File: config.mk
export PLATFORM = sky130hd
export DESIGN_NAME = berx_rx
export DESIGN_NICKNAME = d
export VERILOG_FILES = /design/src/rtl/berx_pkg.sv /design/src/rtl/berx_lfsr.sv /design/src/rtl/berx_idle_sync.sv /design/src/rtl/berx_err_tally.sv /design/src/rtl/berx_rx.sv
export SDC_FILE = /design/constraint.sdc
export NUM_CORES = 1
export LEC_CHECK = 0
export BUFFER_PORTS_ARGS = -buffer_cell sky130_fd_sc_hd__buf_4
export CORE_UTILIZATION = 52
export DETAILED_ROUTE_END_ITERATION = 16
export PLACE_DENSITY_LB_ADDON = 0.08
export SLEW_MARGIN = 0
export SYNTH_ARGS = -nofsm -noshare
export SYNTH_HDL_FRONTEND = slang
export SYNTH_SLANG_ARGS = --single-unit
File: constraint.sdc
create_clock -name clk -period 1.7 [get_ports clk]
set_input_delay 0.51 -clock clk [delete_from_list [all_inputs] [get_ports clk]]
set_output_delay 0.51 -clock clk [all_outputs]
set_load 0.02 [all_outputs]
File: src/rtl/berx_pkg.sv
package berx_pkg;

    typedef enum logic [2:0] {
        ST_DIV_WR  = 3'd0,
        ST_DIV_REL = 3'd1,
        ST_SYNC    = 3'd2,
        ST_POLL    = 3'd3,
        ST_FETCH   = 3'd4
    } berx_state_e;

    localparam logic [2:0] ADDR_DIV  = 3'b010;
    localparam logic [2:0] ADDR_STAT = 3'b001;
    localparam logic [2:0] ADDR_DATA = 3'b100;

    localparam int STAT_RX_BIT = 3;

endpackage

File: src/rtl/berx_lfsr.sv
module berx_lfsr #(
    parameter int           W     = 8,
    parameter logic [W-1:0] TAPS  = 8'b1000_1110,
    parameter logic [W-1:0] SEED  = 8'h01,
    parameter int           STEPS = W
) (
    input  logic         clk,
    input  logic         rst_n,
    input  logic         load,
    input  logic         adv,
    output logic [W-1:0] q
);

    logic [W-1:0] pat_d, pat_q;

    function automatic logic [W-1:0] step1(input logic [W-1:0] v);
        return {v[W-2:0], ^(v & TAPS)};
    endfunction

    always_comb begin
        pat_d = pat_q;
        if (load) begin
            pat_d = SEED;
        end else if (adv) begin
            for (int i = 0; i < STEPS; i++) begin
                pat_d = step1(pat_d);
            end
        end
    end

    always_ff @(posedge clk or negedge rst_n) begin
        if (!rst_n) pat_q <= SEED;
        else        pat_q <= pat_d;
    end

    assign q = pat_q;

    // the generator never falls into the all-zero lock-up state
    assert_lfsr_nonzero_R7: assert property (@(posedge clk) disable iff (!rst_n)
        pat_q != '0);

    // a seed request lands the seed on the next cycle
    assert_lfsr_seed_R7: assert property (@(posedge clk) disable iff (!rst_n)
        load |=> pat_q == SEED);

endmodule

File: src/rtl/berx_idle_sync.sv
module berx_idle_sync #(
    parameter int CNT_W = 14
) (
    input  logic             clk,
    input  logic             rst_n,
    input  logic             load,
    input  logic             en,
    input  logic             line,
    input  logic [CNT_W-1:0] reload,
    output logic             done
);

    typedef struct packed {
        logic [CNT_W-1:0] cnt;
        logic [CNT_W-1:0] span;
    } sync_t;

    sync_t sy_d, sy_q;

    always_comb begin
        sy_d = sy_q;
        done = 1'b0;
        if (load) begin
            sy_d.cnt  = reload;
            sy_d.span = reload;
        end else if (en) begin
            if (!line) begin
                sy_d.cnt = sy_q.span;
            end else if (sy_q.cnt == '0) begin
                done = 1'b1;
            end else begin
                sy_d.cnt = sy_q.cnt - 1'b1;
            end
        end
    end

    always_ff @(posedge clk or negedge rst_n) begin
        if (!rst_n) sy_q <= '0;
        else        sy_q <= sy_d;
    end

    // a low sample during the countdown restarts the full span
    assert_glitch_reload_R4: assert property (@(posedge clk) disable iff (!rst_n)
        (en && !load && !line) |=> sy_q.cnt == sy_q.span);

    // each idle sample above zero takes exactly one step off the count
    assert_idle_step_R3: assert property (@(posedge clk) disable iff (!rst_n)
        (en && !load && line && sy_q.cnt != '0) |=> sy_q.cnt == $past(sy_q.cnt) - 1'b1);

endmodule

File: src/rtl/berx_err_tally.sv
module berx_err_tally #(
    parameter int W      = 4,
    parameter int BYTE_W = 8
) (
    input  logic              clk,
    input  logic              rst_n,
    input  logic              valid,
    input  logic [BYTE_W-1:0] got,
    input  logic [BYTE_W-1:0] want,
    output logic [W-1:0]      cnt
);

    localparam logic [W-1:0] CNT_MAX = '1;

    logic [W-1:0] tal_d, tal_q;
    logic         miss;

    always_comb begin
        miss  = valid && (got != want);
        tal_d = tal_q;
        if (miss && tal_q != CNT_MAX) begin
            tal_d = tal_q + 1'b1;
        end
    end

    always_ff @(posedge clk or negedge rst_n) begin
        if (!rst_n) tal_q <= '0;
        else        tal_q <= tal_d;
    end

    assign cnt = tal_q;

    // once full, the count holds
    assert_sat_hold_R9: assert property (@(posedge clk) disable iff (!rst_n)
        tal_q == CNT_MAX |=> tal_q == CNT_MAX);

    // a matching byte leaves the count alone
    assert_match_stable_R8: assert property (@(posedge clk) disable iff (!rst_n)
        (valid && got == want) |=> $stable(tal_q));

    // a mismatch below the ceiling adds exactly one
    assert_miss_inc_R8: assert property (@(posedge clk) disable iff (!rst_n)
        (valid && got != want && tal_q != CNT_MAX) |=> tal_q == $past(tal_q) + 1'b1);

    // the count never goes down outside reset
    assert_no_decrease_R9: assert property (@(posedge clk) disable iff (!rst_n)
        tal_q >= $past(tal_q));

endmodule

File: src/rtl/berx_rx.sv
module berx_rx #(
    parameter int DIV_BASE     = 1024,
    parameter int LSB_W        = 4,
    parameter int DATA_W       = 16,
    parameter int BYTE_W       = 8,
    parameter int ERR_W        = 4,
    parameter int IDLE_PERIODS = 8
) (
    input  logic              clk,
    input  logic              rst_n,
    input  logic              rx_line,
    input  logic [LSB_W-1:0]  div_lsb,
    output logic [2:0]        bus_addr,
    output logic [DATA_W-1:0] bus_wdata,
    output logic              bus_wr_n,
    output logic              bus_rd,
    input  logic [BYTE_W-1:0] bus_rdata,
    output logic              ready,
    output logic [ERR_W-1:0]  err_cnt
);
    import berx_pkg::*;

    localparam int CNT_W = $clog2((DIV_BASE + (2 ** LSB_W)) * IDLE_PERIODS);

    typedef struct packed {
        berx_state_e       st;
        logic [2:0]        addr;
        logic [DATA_W-1:0] wdata;
        logic              wr_n;
        logic              rdy;
    } ctl_t;

    ctl_t ctl_d, ctl_q;

    logic              sync_load, sync_en, sync_done;
    logic              gen_load, gen_adv, chk_valid;
    logic [CNT_W-1:0]  sync_reload;
    logic [BYTE_W-1:0] gen_byte;

    assign sync_reload = (CNT_W'(DIV_BASE) + CNT_W'(div_lsb)) * CNT_W'(IDLE_PERIODS)
                         - CNT_W'(1);

    always_comb begin
        ctl_d     = ctl_q;
        sync_load = 1'b0;
        sync_en   = 1'b0;
        gen_load  = 1'b0;
        gen_adv   = 1'b0;
        chk_valid = 1'b0;
        case (ctl_q.st)
            ST_DIV_WR: begin
                ctl_d.wdata = DATA_W'(DIV_BASE) + DATA_W'(div_lsb);
                ctl_d.wr_n  = 1'b0;
                ctl_d.st    = ST_DIV_REL;
            end
            ST_DIV_REL: begin
                ctl_d.wr_n = 1'b1;
                sync_load  = 1'b1;
                ctl_d.st   = ST_SYNC;
            end
            ST_SYNC: begin
                sync_en = 1'b1;
                if (sync_done) begin
                    gen_load   = 1'b1;
                    ctl_d.addr = ADDR_STAT;
                    ctl_d.rdy  = 1'b1;
                    ctl_d.st   = ST_POLL;
                end
            end
            ST_POLL: begin
                if (bus_rdata[STAT_RX_BIT]) begin
                    ctl_d.addr = ADDR_DATA;
                    ctl_d.st   = ST_FETCH;
                end
            end
            ST_FETCH: begin
                chk_valid  = 1'b1;
                gen_adv    = 1'b1;
                ctl_d.addr = ADDR_STAT;
                ctl_d.st   = ST_POLL;
            end
            default: begin
                ctl_d.st = ST_DIV_WR;
            end
        endcase
    end

    always_ff @(posedge clk or negedge rst_n) begin
        if (!rst_n) begin
            ctl_q.st    <= ST_DIV_WR;
            ctl_q.addr  <= ADDR_DIV;
            ctl_q.wdata <= '0;
            ctl_q.wr_n  <= 1'b1;
            ctl_q.rdy   <= 1'b0;
        end else begin
            ctl_q <= ctl_d;
        end
    end

    berx_idle_sync #(
        .CNT_W (CNT_W)
    ) u_sync (
        .clk    (clk),
        .rst_n  (rst_n),
        .load   (sync_load),
        .en     (sync_en),
        .line   (rx_line),
        .reload (sync_reload),
        .done   (sync_done)
    );

    berx_lfsr #(
        .W (BYTE_W)
    ) u_gen (
        .clk   (clk),
        .rst_n (rst_n),
        .load  (gen_load),
        .adv   (gen_adv),
        .q     (gen_byte)
    );

    berx_err_tally #(
        .W      (ERR_W),
        .BYTE_W (BYTE_W)
    ) u_tally (
        .clk   (clk),
        .rst_n (rst_n),
        .valid (chk_valid),
        .got   (bus_rdata),
        .want  (gen_byte),
        .cnt   (err_cnt)
    );

    assign bus_addr  = ctl_q.addr;
    assign bus_wdata = ctl_q.wdata;
    assign bus_wr_n  = ctl_q.wr_n;
    assign bus_rd    = 1'b0;
    assign ready     = ctl_q.rdy;

    // a write only ever goes to the divisor register
    assert_wr_target_R2: assert property (@(posedge clk) disable iff (!rst_n)
        !bus_wr_n |-> bus_addr == ADDR_DIV);

    // the write strobe is a single-cycle pulse
    assert_wr_pulse_R2: assert property (@(posedge clk) disable iff (!rst_n)
        !bus_wr_n |=> bus_wr_n);

    // ready is sticky
    assert_ready_sticky_R5: assert property (@(posedge clk) disable iff (!rst_n)
        ready |=> ready);

    // the data register is selected for one cycle, then status again
    assert_fetch_once_R6: assert property (@(posedge clk) disable iff (!rst_n)
        bus_addr == ADDR_DATA |=> bus_addr == ADDR_STAT);

    // without a byte flag the block keeps polling status
    assert_keep_poll_R6: assert property (@(posedge clk) disable iff (!rst_n)
        (ready && bus_addr == ADDR_STAT && !bus_rdata[STAT_RX_BIT]) |=> bus_addr == ADDR_STAT);

    // nothing leaves the divisor address before alignment
    assert_pre_ready_addr_R1: assert property (@(posedge clk) disable iff (!rst_n)
        !ready |-> bus_addr == ADDR_DIV);

endmodule

Word level (Yosys, flattened, before mapping)
Cells that the tools add are included.
{"block": "word_totals", "latchBits": 0, "mem_bits_rw": 0, "word_cells": 63, "mem_count": 0, "input_bits": 15, "mem_bits_ro": 0, "register_bits": 64, "out_inout_bits": 26}
{"block": "op_classes", "n_reduce_logical": 20, "div_mod_pow": 0, "add_sub_neg": 5, "eq_ne": 9, "muxes": 20, "order_cmp": 0, "n_shift": 0, "mul": 0, "bitwise": 0}
{"op": "8-bit XOR reduction", "n": 8}
{"op": "14-bit two-way mux", "n": 4}
{"op": "14-bit by 1-bit subtractor with 14-bit output, second input constant", "n": 2}
{"op": "8-bit two-way mux", "n": 2}
{"op": "3-bit one-hot mux with 5 select lines", "n": 1}
{"op": "14-bit zero test", "n": 1}
{"op": "11-bit by 4-bit adder with 12-bit output, first input constant", "n": 1}
{"op": "6-bit two-way mux", "n": 2}
{"op": "11-bit by 4-bit adder with 11-bit output, first input constant", "n": 1}
{"op": "1-bit two-way mux", "n": 9}
{"op": "3-bit one-hot mux with 3 select lines", "n": 1}
{"op": "8-bit != test", "n": 1}
{"op": "3-bit by 2-bit equality test with 1-bit output, second input constant", "n": 2}
{"op": "2-bit AND reduction", "n": 3}
{"op": "2-bit nonzero test", "n": 3}
{"op": "4-bit by 1-bit adder with 4-bit output, second input constant", "n": 1}
{"op": "2-bit != test, second input constant", "n": 2}
{"op": "4-bit != test, second input constant", "n": 1}
{"op": "3-bit by 1-bit equality test with 1-bit output, second input constant", "n": 1}
{"op": "3-bit equality test, second input constant", "n": 1}
{"op": "3-bit zero test", "n": 1}
{"op": "3-bit != test, second input constant", "n": 1}
{"op": "3-bit AND reduction", "n": 1}
{"op": "3-bit nonzero test", "n": 1}
{"op": "other kinds (2)", "n": 3}

Logic depth before layout (Yosys ltp)
Gate-level depths: netlist of run 1.
{"block": "logic_depth", "depth_word": 8, "depth_mapped": 8}

Cells and area by module
From an unflattened synthesis of run 1, not the netlist that was laid out.
{"block": "unflattened", "cells_unflattened": 342, "area_unflattened_um2": 3315.7}
{"module": "berx_idle_sync", "cells_each": 182, "seq_area_each_um2": 700.7, "instances": 1, "area_per_inst_um2": 1630.3}
{"module": "berx_rx", "cells_each": 85, "seq_area_each_um2": 327.8, "instances": 1, "area_per_inst_um2": 828.3}
{"module": "berx_lfsr", "cells_each": 47, "seq_area_each_um2": 201.4, "instances": 1, "area_per_inst_um2": 556.8}
{"module": "berx_err_tally", "cells_each": 28, "seq_area_each_um2": 100.1, "instances": 1, "area_per_inst_um2": 300.3}

Worst setup path after synthesis of run 1
OpenSTA, ideal clock, no wires.
{"block": "synth_timing", "kind": "input -> register", "from": "input rx_line", "to": "register u_sync.sy_q[17] in the netlist's numbering", "t_required_ps": 1574, "path_slack_ps": -182, "arrival_ps": 1756, "path_stages": 7, "path_cell_list": "buf_2 -> nor4b_1 -> nand4_2 -> nand2_2 -> buf_6 -> nor2_1 -> a311o_1"}
{"block": "synth_via", "elab_chain_cells": 3, "elab_cells_between_ends": 5, "cone_classes": "eq/ne (1); mux (3); reduce/logical (1)"}
{"element": "from (decl)", "line_no": "berx_rx.sv:11", "rtl": "input logic rx_line,"}
{"element": "14-bit two-way mux", "line_no": "berx_idle_sync.sv:27", "rtl": "if (!line) begin"}
{"element": "14-bit two-way mux", "line_no": "berx_idle_sync.sv:26", "rtl": "end else if (en) begin"}
{"element": "14-bit two-way mux", "line_no": "berx_idle_sync.sv:23", "rtl": "if (load) begin"}
{"element": "to (signal assigned)", "line_no": "berx_idle_sync.sv:39", "rtl": "else sy_q <= sy_d;"}
{"element": "to (decl)", "line_no": "berx_idle_sync.sv:18", "rtl": "sync_t sy_d, sy_q;"}
Parallel ways exist; a longest one is shown, timed or not. The select of a mux whose other input is x is not followed.
A chain may end at the register's enable or synchronous reset.

Worst setup path in the final report of run 1
{"block": "layout_timing", "from": "register u_sync.sy_q[22] in the netlist's numbering", "to": "register u_sync.sy_q[23] in the netlist's numbering"}
{"block": "layout_via", "elab_chain_cells": 5, "elab_cells_between_ends": 8, "cone_classes": "add/sub (1); eq/ne (1); mux (4); reduce/logical (2)"}
{"element": "14-bit by 1-bit subtractor with 14-bit output", "line_no": "berx_idle_sync.sv:32", "rtl": "sy_d.cnt = sy_q.cnt - 1'b1;"}
{"element": "14-bit two-way mux", "line_no": "berx_idle_sync.sv:29", "rtl": "end else if (sy_q.cnt == '0) begin"}
{"element": "14-bit two-way mux", "line_no": "berx_idle_sync.sv:27"}
{"element": "14-bit two-way mux", "line_no": "berx_idle_sync.sv:26"}
{"element": "14-bit two-way mux", "line_no": "berx_idle_sync.sv:23"}
Parallel ways exist; a longest one is shown, timed or not. The select of a mux whose other input is x is not followed.

==> results of run 1 <==
-- registers in the layout, summed over array words and instances (netlist names) --
name	count
u_gen.q	8
bus_addr	3
ctl_q	3
u_tally.cnt	4
u_sync.sy_q	23
bus_wr_n	1
ready	1
bus_wdata	5
-- synth_stat cells (3+ instances only) --
cell type	number	share of area
o22ai_1	3	0.0065
buf_4	20	0.052
dfrtp_1	45	0.39
xor2_1	22	0.067
nor4_1	3	0.0065
xnor2_1	11	0.034
clkbuf_1	14	0.018
nand2b_1	3	0.0065
nand2_1	31	0.041
nand4_1	3	0.0065
o211ai_1	3	0.0078
o21ai_0	26	0.045
a21oi_1	12	0.021
ha_1	5	0.022
buf_2	3	0.0052
nor2b_1	4	0.0087
nand3_1	13	0.023
nor3_1	9	0.016
nor2_1	20	0.026
mux2_2	5	0.020
inv_1	9	0.012
dfstp_2	3	0.027
a21o_1	4	0.010
nor3b_1	4	0.010
-- worst register-to-register path, cell delays in order (launching register included) --
cell     delay, ns
dfrtp_1       0.47
nor4b_4       0.39
nand4_4       0.20
nand2_4       0.13
nor3_1        0.07
a221o_1       0.35
-- routing by layer --
layer	GRT usage	vias up	part of all wire
li1	-	1181	-
met5	0	-	0
met1	0.324	1212	0.45
met4	0.0712	0	0.0079
met3	0.0443	6	0.046
met2	0.398	66	0.50
-- per-stage QoR --
step	std cells	util
6_report	446	0.702
5_1_grt	446	0.702
4_1_cts	443	0.681
3_5_place_dp	433	0.650
3_3_place_gp	433	0.650
2_1_floorplan	326	-
-- worst max path at each step --
stage	end	slack, ns	depth (start not counted)
3_5_place_dp	u_sync.sy_q[23]$_DFFE_PN0P_	-0.08	6
5_1_grt	u_sync.sy_q[23]$_DFFE_PN0P_	-0.07	7
3_3_place_gp	u_sync.sy_q[23]$_DFFE_PN0P_	-0.07	6
4_1_cts	u_sync.sy_q[23]$_DFFE_PN0P_	0.005	6
6_report	u_sync.sy_q[23]$_DFFE_PN0P_	-0.02	5
2_1_floorplan	u_sync.sy_q[17]$_DFFE_PN0P_	-0.005	6
-- cell families after synthesis --
family / after synthesis / synth area share
flip-flops: 48 / 0.420
adder cells (fa/ha/maj): 5 / 0.0218
XOR/XNOR: 33 / 0.101
other: 1 / 0.00131
AND/OR/NAND/NOR: 107 / 0.196
multiplexers: 5 / 0.0196
buffers and inverters: 47 / 0.0915
AO/OA/AOI/OAI: 69 / 0.150
-- timing repair --
action / in CTS / in global routing
hold buffers: 0 / 0
cloned: 0 / 0
gates resized for setup: 8 / 26
setup buffers: 2 / 3
pin swaps: 5 / 8
setup endpoints to repair: 5 / 16
-- layout by cell type (no fill, tap or decap), types with 4 or more instances in the layout --
cell      count
clkbuf_8      5
xnor2_1      11
ha_1          4
buf_6         4
nor2_1       19
nor3_1        9
inv_1         9
xor2_1       22
o21ai_1       6
a21o_1        4
o21ai_0      20
conb_1       12
buf_4        75
a21oi_1       9
mux2_2        5
nand2_1      31
nand3_1      11
dfrtp_1      45
-- power breakdown --
group / leakage (nW) / total [mW] / internal [mW] / switching (mW)
clock: 0.0541 / 0.842 / 0.436 / 0.406
combinational: 1.03 / 3.68 / 1.83 / 1.85
sequential: 0.562 / 2.10 / 1.63 / 0.467
total: 1.65 / 6.61 / 3.89 / 2.72
-- layout make-up --
cell class	count	area share
Clock buffer	5	0.0188
Clock inverter	3	0.0116
Inverter	9	0.00924
Multi-Input combinational cell	231	0.435
Sequential cell	48	0.330
Tap cell	70	0.0240
Timing Repair Buffer	80	0.172
==> impl_metrics.json, run 1 <==
{
  "placementRows": 26,
  "slowest_stage": "dfrtp_1",
  "wl_per_cell_microns": 15.0,
  "rsz0062_at_grt": "true",
  "async_reset_ff_frac": 1.00,
  "p_leak_nw": 1.65,
  "grtUsageTotal": 0.242,
  "antenna_left": 0,
  "cts_max_level": 2,
  "relSlewSlack": 0.580,
  "violations": "setup timing",
  "drc": 0,
  "synthesis.area_sq_um": 2870,
  "gp_congestion": 0.890,
  "die_w_microns": 76.3,
  "grt_pass1_vias": 2401,
  "io_pins": 41,
  "grt_pass1_wl_microns": 11200,
  "dr.pass1.iters": 4,
  "finalSetupViolCount": 2,
  "ys_warn_count": 0,
  "yosysUniqueCellTypes": 55,
  "power_mw": 6.61,
  "worstSetupEndpointType": "register",
  "dp_hpwl_microns": 4710,
  "worstSetupStartpointType": "register",
  "cts_tree": "done",
  "placed_area_sq_um": 3380,
  "synth_seq_cells": 48,
  "worstReg2RegStart": "u_sync.sy_q[22]$_DFFE_PN0P_",
  "hp-class": "primary input to asynchronous set/reset pin",
  "ys.flop_type": "dfrtp_1",
  "drv_slew": 0,
  "drive_gt1_frac": 0.332,
  "rr_endpoint": "u_sync.sy_q[23]$_DFFE_PN0P_",
  "required_ns": 1.89,
  "hold_viol_final": 0,
  "crit_path_cell_trace": "nor4b_4 -> nand4_4 -> nand2_4 -> nor3_1 -> a221o_1",
  "ir_drop_uv": 1160,
  "powerDensity_nw_per_um2": 1810,
  "initial_core_util": 0.552,
  "setup_tns_ns": -0.0207,
  "syn_inst": 315,
  "cp_max_fo": 5,
  "clock_path_buffers": 2,
  "vias": 2465,
  "wirelength_microns": 6670,
  "overflow": 0,
  "r2r_slack_ns": -0.02,
  "dieArea_sq_um": 5820,
  "dp_worst_setup_slack_ns": -0.0812,
  "crit_buf_inv": 0,
  "antenna_found_initial": 0,
  "layout.area.seq_sq_um": 1200,
  "drt_iter0_markers": 152,
  "cts_root_buf": "clkbuf_8",
  "syn_avg_cell_area_sq_um": 9.12,
  "maxClockFrequency_ghz": 0.583,
  "reg2reg_depth": 5,
  "startpoint": "u_sync.sy_q[22]$_DFFE_PN0P_",
  "finalNetCount": 395,
  "die-height_microns": 76.3,
  "numCtsBuffers": 5,
  "timing.final.crit_share": 1.01,
  "portBuffers": 28,
  "cpPeakStageDelay_ns": 0.47,
  "fin_skew_ns": 0.00936,
  "crit_type": "register to register",
  "layout_setup_ws_ns": -0.0161,
  "core-area_sq_um": 5200,
  "timing.hold.ws_ns": 0.221,
  "insertedDiodeCount": 0,
  "cts.clk_slew.worst_paths_ns": 0.08,
  "grt_max_degree": 49,
  "ys_seq_area_frac": 0.420,
  "path_delay_family": "simple AND/OR/NAND/NOR gates",
  "min_period_ns": 1.72,
  "fillers": 419,
  "multi_input_area_sq_um": 1590,
  "drv_cap": 0,
  "synth_enable_flop_cells": 0,
  "design_area_sq_um": 3660,
  "routed_via_density": 5.53,
  "status": "complete, but fails checks",
  "syn_to_final_growth_pct": 27.3,
  "worst_slew_pin_slew_ns": 0.630,
  "cts.sinks": 48,
  "cp_data_arrival_time_ns": 1.91,
  "insertion_delay_ns": 0.31
}
(Power assumes the default switching activity.)
==> inputs of run 2 (changes only) <==
--- a/config.mk
+++ b/config.mk
@@ -7,6 +7,7 @@
 export LEC_CHECK = 0
 export BUFFER_PORTS_ARGS = -buffer_cell sky130_fd_sc_hd__buf_4
 export CORE_UTILIZATION = 52
+export CTS_BUF_LIST = sky130_fd_sc_hd__clkbuf_16
 export DETAILED_ROUTE_END_ITERATION = 16
 export PLACE_DENSITY_LB_ADDON = 0.08
 export SLEW_MARGIN = 0
==> run 2 against run 1 <==
The run still ends with setup timing left. Hold slack improved by 0.0045 ns. Die area did not move. Via count rose by 0.77%. Non-clock buffer count fell by 2. First-iteration DRC count rose by 1.3%. Global-route usage rose by 0.42 points. Critical path type unchanged. Largest cell class unchanged.
==> impl_metrics.json, run 2 (synthesis gave the netlist of run 1 again) <==
{
  "status": "complete, but fails checks",
  "violations": "setup timing",
  "pwr-share-seq": 0.304,
  "timing.final.crit_share": 1.01,
  "clock_path_buffers": 2,
  "power_mw": 6.91,
  "drv_slew": 0,
  "die_w_microns": 76.3,
  "cts_root_buf": "clkbuf_16",
  "relSlewSlack": 0.582,
  "rr_endpoint": "u_sync.sy_q[23]$_DFFE_PN0P_",
  "cts.sinks": 48,
  "crit_type": "register to register",
  "dp.cells": 433,
  "min_period_ns": 1.72,
  "grt_max_degree": 49,
  "dieArea_sq_um": 5820,
  "ir_drop_uv": 1040,
  "worstSetupStartpointType": "register",
  "gp_congestion": 0.890,
  "fillers": 406,
  "r2r_slack_ns": -0.02,
  "placementRows": 26,
  "drive_gt1_frac": 0.342,
  "hp-class": "primary input to asynchronous set/reset pin",
  "fin_skew_ns": 0.00703,
  "wirelength_microns": 6830,
  "intPower_mw": 4.14,
  "powerDensity_nw_per_um2": 1860,
  "p_switching_mw": 2.77,
  "initial_core_util": 0.552,
  "drt_iter0_markers": 154,
  "hold_viol_final": 0,
  "io_pins": 41,
  "final_cell_mix": "buf_4, dfrtp_1, nand2_1",
  "syn_to_final_growth_pct": 29.3,
  "vias": 2484,
  "finalNetCount": 393,
  "worstReg2RegStart": "u_sync.sy_q[20]$_DFFE_PN0P_",
  "routed_via_density": 5.59,
  "cts_max_level": 2,
  "portBuffers": 28,
  "required_ns": 1.87,
  "cp_max_fo": 5,
  "die-height_microns": 76.3,
  "antenna_found_initial": 0,
  "grt_pass1_wl_microns": 11300,
  "layout_setup_ws_ns": -0.0193,
  "cp_data_arrival_time_ns": 1.89,
  "fin_cells": 444,
  "grtUsageTotal": 0.246,
  "antenna_left": 0,
  "hold_buffers": 0,
  "reg2reg_depth": 5,
  "share_comb_of_total_power": 0.532,
  "insertedDiodeCount": 0,
  "p_clk_frac": 0.164,
  "switching_share": 0.401,
  "grt_pass1_vias": 2415,
  "wl_per_cell_microns": 15.4,
  "cts.clk_slew.worst_paths_ns": 0.07,
  "overflow": 0,
  "core-area_sq_um": 5200,
  "numCtsBuffers": 5,
  "regMostFlops": "u_sync.sy_q",
  "maxClockFrequency_ghz": 0.582,
  "rsz0062_at_grt": "true",
  "fin_util": 0.713,
  "dp_hpwl_microns": 4710,
  "insertion_delay_ns": 0.29,
  "worst_slew_pin_slew_ns": 0.627,
  "final_common_cell": "buf_4",
  "dr.pass1.iters": 5,
  "cts_tree": "done",
  "drv_cap": 0,
  "worstSetupEndpointType": "register",
  "p_leak_nw": 1.66,
  "drc": 0,
  "finalSetupViolCount": 1,
  "largest_register_ffs": 23
}
[run 2: stage by stage]
| step | hold WS, ns | instance area (sq um) | worst slack (ns) | setup TNS, ns |
|---|---|---|---|---|
| floorplan | 0.214 | 2950 | -0.00471 | -0.00471 |
| global placement | 0.457 | 3380 | -0.0709 | -0.230 |
| detailed placement | 0.462 | 3380 | -0.0812 | -0.334 |
| CTS | 0.260 | 3600 | -0.00425 | -0.00425 |
| global route | 0.284 | 3710 | -0.0685 | -0.278 |
| finish | 0.225 | 3710 | -0.0193 | -0.0193 |
[run 2: critical path, cell delays in order (launching register included)]
cell and delay (ns):
dfrtp_2 0.47, nor4b_4 0.38, nand4_4 0.21, nand2_4 0.13, nor3_2 0.06, a221o_1 0.35
[run 2: metal layers]
layer,track usage,up-vias,wire [microns]
met5,0,-,0
met1,0.319,1221,3000
met3,0.0599,14,359
met2,0.405,74,3340
li1,-,1175,-
met4,0.0731,0,128
[run 2: worst max-delay path by stage]
stage	start	end	slack (ns)	cells past startpoint
after floorplan	u_sync.sy_q[17]$_DFFE_PN0P_	u_sync.sy_q[17]$_DFFE_PN0P_	-0.005	6
after global placement	rx_line	u_sync.sy_q[23]$_DFFE_PN0P_	-0.07	6
after detailed placement	rx_line	u_sync.sy_q[23]$_DFFE_PN0P_	-0.08	6
after CTS	u_sync.sy_q[23]$_DFFE_PN0P_	u_sync.sy_q[25]$_DFFE_PN0P_	-0.004	6
after global routing	u_sync.sy_q[14]$_DFFE_PN0P_	u_sync.sy_q[23]$_DFFE_PN0P_	-0.07	7
final	u_sync.sy_q[20]$_DFFE_PN0P_	u_sync.sy_q[23]$_DFFE_PN0P_	-0.02	5
[run 2: cell type report]
cell class | count | area, sq um | area share
Sequential cell | 48 | 1210 | 0.325
Inverter | 9 | 33.8 | 0.00910
Timing Repair Buffer | 78 | 609 | 0.164
Tap cell | 70 | 87.6 | 0.0236
Clock buffer | 5 | 125 | 0.0337
Clock inverter | 3 | 42.5 | 0.0115
Multi-Input combinational cell | 231 | 1610 | 0.433
[run 2: repair_timing]
action                                  CTS  global route
pin swaps                                 3             8
cloned                                    0             0
setup buffers                             1             2
gates resized for setup                   8            29
endpoints found under the setup margin    5            15
[run 2: power groups by stage]
| stage | clock (mW) | sequential (mW) | combinational [mW] |
|---|---|---|---|
| detailed placement | 0 | 2.06 | 3.32 |
| finish | 1.13 | 2.10 | 3.68 |
| CTS | 1.16 | 2.07 | 3.40 |
| global placement | 0 | 2.05 | 3.27 |
| global route | 1.20 | 2.16 | 4.02 |
| floorplan | 0 | 2.03 | 2.19 |
==> inputs of run 3 (changes only) <==
--- a/config.mk
+++ b/config.mk
@@ -6,7 +6,9 @@
 export NUM_CORES = 1
 export LEC_CHECK = 0
 export BUFFER_PORTS_ARGS = -buffer_cell sky130_fd_sc_hd__buf_4
-export CORE_UTILIZATION = 52
+export CELL_PAD_IN_SITES_DETAIL_PLACEMENT = 0
+export CELL_PAD_IN_SITES_GLOBAL_PLACEMENT = 1
+export CORE_UTILIZATION = 47
 export CTS_BUF_LIST = sky130_fd_sc_hd__clkbuf_16
 export DETAILED_ROUTE_END_ITERATION = 16
 export PLACE_DENSITY_LB_ADDON = 0.08
==> constraint.sdc (replaced) <==
create_clock -name clk -period 2 [get_ports clk]
set_input_delay 0.6 -clock clk [delete_from_list [all_inputs] [get_ports clk]]
set_output_delay 0.6 -clock clk [all_outputs]
set_load 0.02 [all_outputs]
==> run 3 against run 2 <==
The run now ends clean. Hold slack improved by 0.095 ns. Wire length fell by 9.7%. Via count fell by 9.4%. Clock power fell by 14%. Setup slack improved by 0.15 ns. Non-clock buffer count fell by 26. Core utilization fell by 15 points. Die area rose by 10%. Combinational power fell by 35%. Flip-flop and latch count did not move.
==> impl_metrics.json, run 3 (synthesis gave the netlist of run 1 again) <==
{
  "wl_per_cell_microns": 14.6,
  "overflow": 0,
  "numCtsBuffers": 5,
  "power_mw": 5.21,
  "finalNetCount": 367,
  "grt_pass1_wl_microns": 9730,
  "insertion_delay_ns": 0.29,
  "endpoint": "bus_addr[0]$_DFFE_PN0P_",
  "cp_data_arrival_time_ns": 2.08,
  "grt_pass1_vias": 1875,
  "final_common_cell": "buf_4",
  "fin_util": 0.566,
  "antenna_left": 0,
  "startpoint": "u_sync.sy_q[20]$_DFFE_PN0P_",
  "core-area_sq_um": 5920,
  "slowest_stage": "dfrtp_1",
  "gp_congestion": 0.880,
  "regMostFlops": "u_sync.sy_q",
  "post-cts-setup-buffer-count": 0,
  "drc": 0,
  "dp_hpwl_microns": 4430,
  "die_w_microns": 80.2,
  "portBuffers": 28,
  "intPower_mw": 3.11,
  "dr.pass1.iters": 4,
  "worst_slew_pin_slew_ns": 0.641,
  "cp.depth": 7,
  "relSlewSlack": 0.573,
  "initial_core_util": 0.485,
  "fillers": 557,
  "worstReg2RegStart": "u_sync.sy_q[20]$_DFFE_PN0P_",
  "timing.final.crit_share": 0.934,
  "crit_path_cell_trace": "nor4b_2 -> buf_4 -> and4_1 -> buf_4 -> nand3_1 -> o21ai_0 -> a2bb2oi_1",
  "antenna_found_initial": 0,
  "cts.sinks": 48,
  "hp-class": "primary input to asynchronous set/reset pin",
  "switching_share": 0.403,
  "fin_cells": 423,
  "syn_to_final_growth_pct": 16.6,
  "cts_max_level": 2,
  "io_pins": 41,
  "insertedDiodeCount": 0,
  "die-height_microns": 80.2,
  "status": "finished, final reports clean",
  "final_cell_mix": "buf_4, dfrtp_1, nand2_1",
  "placed_area_sq_um": 3170,
  "drv_cap": 0,
  "p_switching_mw": 2.10,
  "setup_tns_ns": 0,
  "required_ns": 2.22,
  "cts_root_buf": "clkbuf_16",
  "worstSetupEndpointType": "register",
  "share_comb_of_total_power": 0.456,
  "wirelength_microns": 6160,
  "grtUsageTotal": 0.203,
  "worstSetupStartpointType": "register",
  "dp.cells": 415,
  "grt_max_degree": 49,
  "r2r_slack_ns": 0.13,
  "finalSetupViolCount": 0,
  "crit_type": "register to register",
  "drv_slew": 0,
  "largest_register_ffs": 23,
  "dieArea_sq_um": 6430,
  "cts_tree": "done",
  "clock_path_buffers": 2,
  "maxClockFrequency_ghz": 0.535,
  "ir_drop_uv": 780,
  "design_area_sq_um": 3350,
  "drt_iter0_markers": 112,
  "fin_skew_ns": 0.00834,
  "rr_endpoint": "bus_addr[0]$_DFFE_PN0P_",
  "min_period_ns": 1.87,
  "path_delay_family": "simple AND/OR/NAND/NOR gates",
  "placementRows": 28,
  "vias": 2250,
  "routed_via_density": 5.32,
  "reg2reg_depth": 7,
  "p_clk_frac": 0.187,
  "p_leak_nw": 1.50,
  "cp_max_fo": 9,
  "crit_buf_inv": 2,
  "powerDensity_nw_per_um2": 1560,
  "cts.clk_slew.worst_paths_ns": 0.07,
  "drive_gt1_frac": 0.227,
  "path_common_cell": "buf_4",
  "pwr-share-seq": 0.356,
  "hold_viol_final": 0,
  "cpPeakStageDelay_ns": 0.49
}
-- run 3: cell count changes in the layout (fill, tap and decap cells not counted), moves of 3 or more --
cell,change
buf_4,-22
nor3b_1,+4
o21ai_0,+4
a21oi_1,+3
a21oi_2,-3
buf_6,-3
o21ai_1,-3
-- run 3: metrics by stage --
stage,hold slack [ns],setup slack [ns]
floorplan,0.304,0.0279
global placement,0.440,-0.00403
detailed placement,0.448,-0.0382
CTS,0.351,0.109
global route,0.375,-0.0339
finish,0.320,0.132
-- run 3: per-layer routing --
metal | global-route usage | part of all wire
met5 | 0 | 0
met4 | 0.0696 | 0.014
met3 | 0.0398 | 0.040
met2 | 0.297 | 0.45
met1 | 0.297 | 0.49
-- run 3: repair_timing --
action                                 CTS  global route
hold buffers                             0             0
gates resized for setup                  0             3
endpoints found under the hold margin    0             0
setup endpoints to repair                0             5
-- run 3: worst min-delay path by stage --
stage | start | slack [ns] | endpoint
detailed placement | u_sync.sy_q[12]$_DFFE_PN0P_ | 0.45 | u_sync.sy_q[12]$_DFFE_PN0P_
floorplan | rst_n | 0.30 | bus_addr[0]$_DFFE_PN0P_
global placement | u_sync.sy_q[12]$_DFFE_PN0P_ | 0.44 | u_sync.sy_q[12]$_DFFE_PN0P_
CTS | rst_n | 0.35 | u_sync.sy_q[21]$_DFFE_PN0P_
global route | rst_n | 0.38 | u_sync.sy_q[26]$_DFFE_PN0P_
finish | rst_n | 0.32 | u_sync.sy_q[26]$_DFFE_PN0P_
-- run 3: power groups by stage --
stage	clock network [mW]	registers [mW]	logic (mW)
after floorplan	0	1.70	1.82
final	0.977	1.86	2.38
after CTS	0.998	1.85	2.37
after detailed placement	0	1.86	2.36
after global routing	1.04	1.92	2.64
after global placement	0	1.86	2.35
-- run 3: layout make-up --
type                    count  area [sq um]  area share
flip-flops and latches     48          1200       0.360
multi-input cells         231          1460       0.434
well taps                  75          93.8      0.0280
clock buffers               5           125      0.0374
inverters                   9          33.8      0.0101
clock inverters             3          46.3      0.0138
repair buffers             52           390       0.117
-- run 3: worst reg2reg max path, stage by stage (launching register included) --
cell and delay [ns]:
dfrtp_1 0.49, nor4b_2 0.33, buf_4 0.16, and4_1 0.25, buf_4 0.14, nand3_1 0.07
o21ai_0 0.15, a2bb2oi_1 0.20
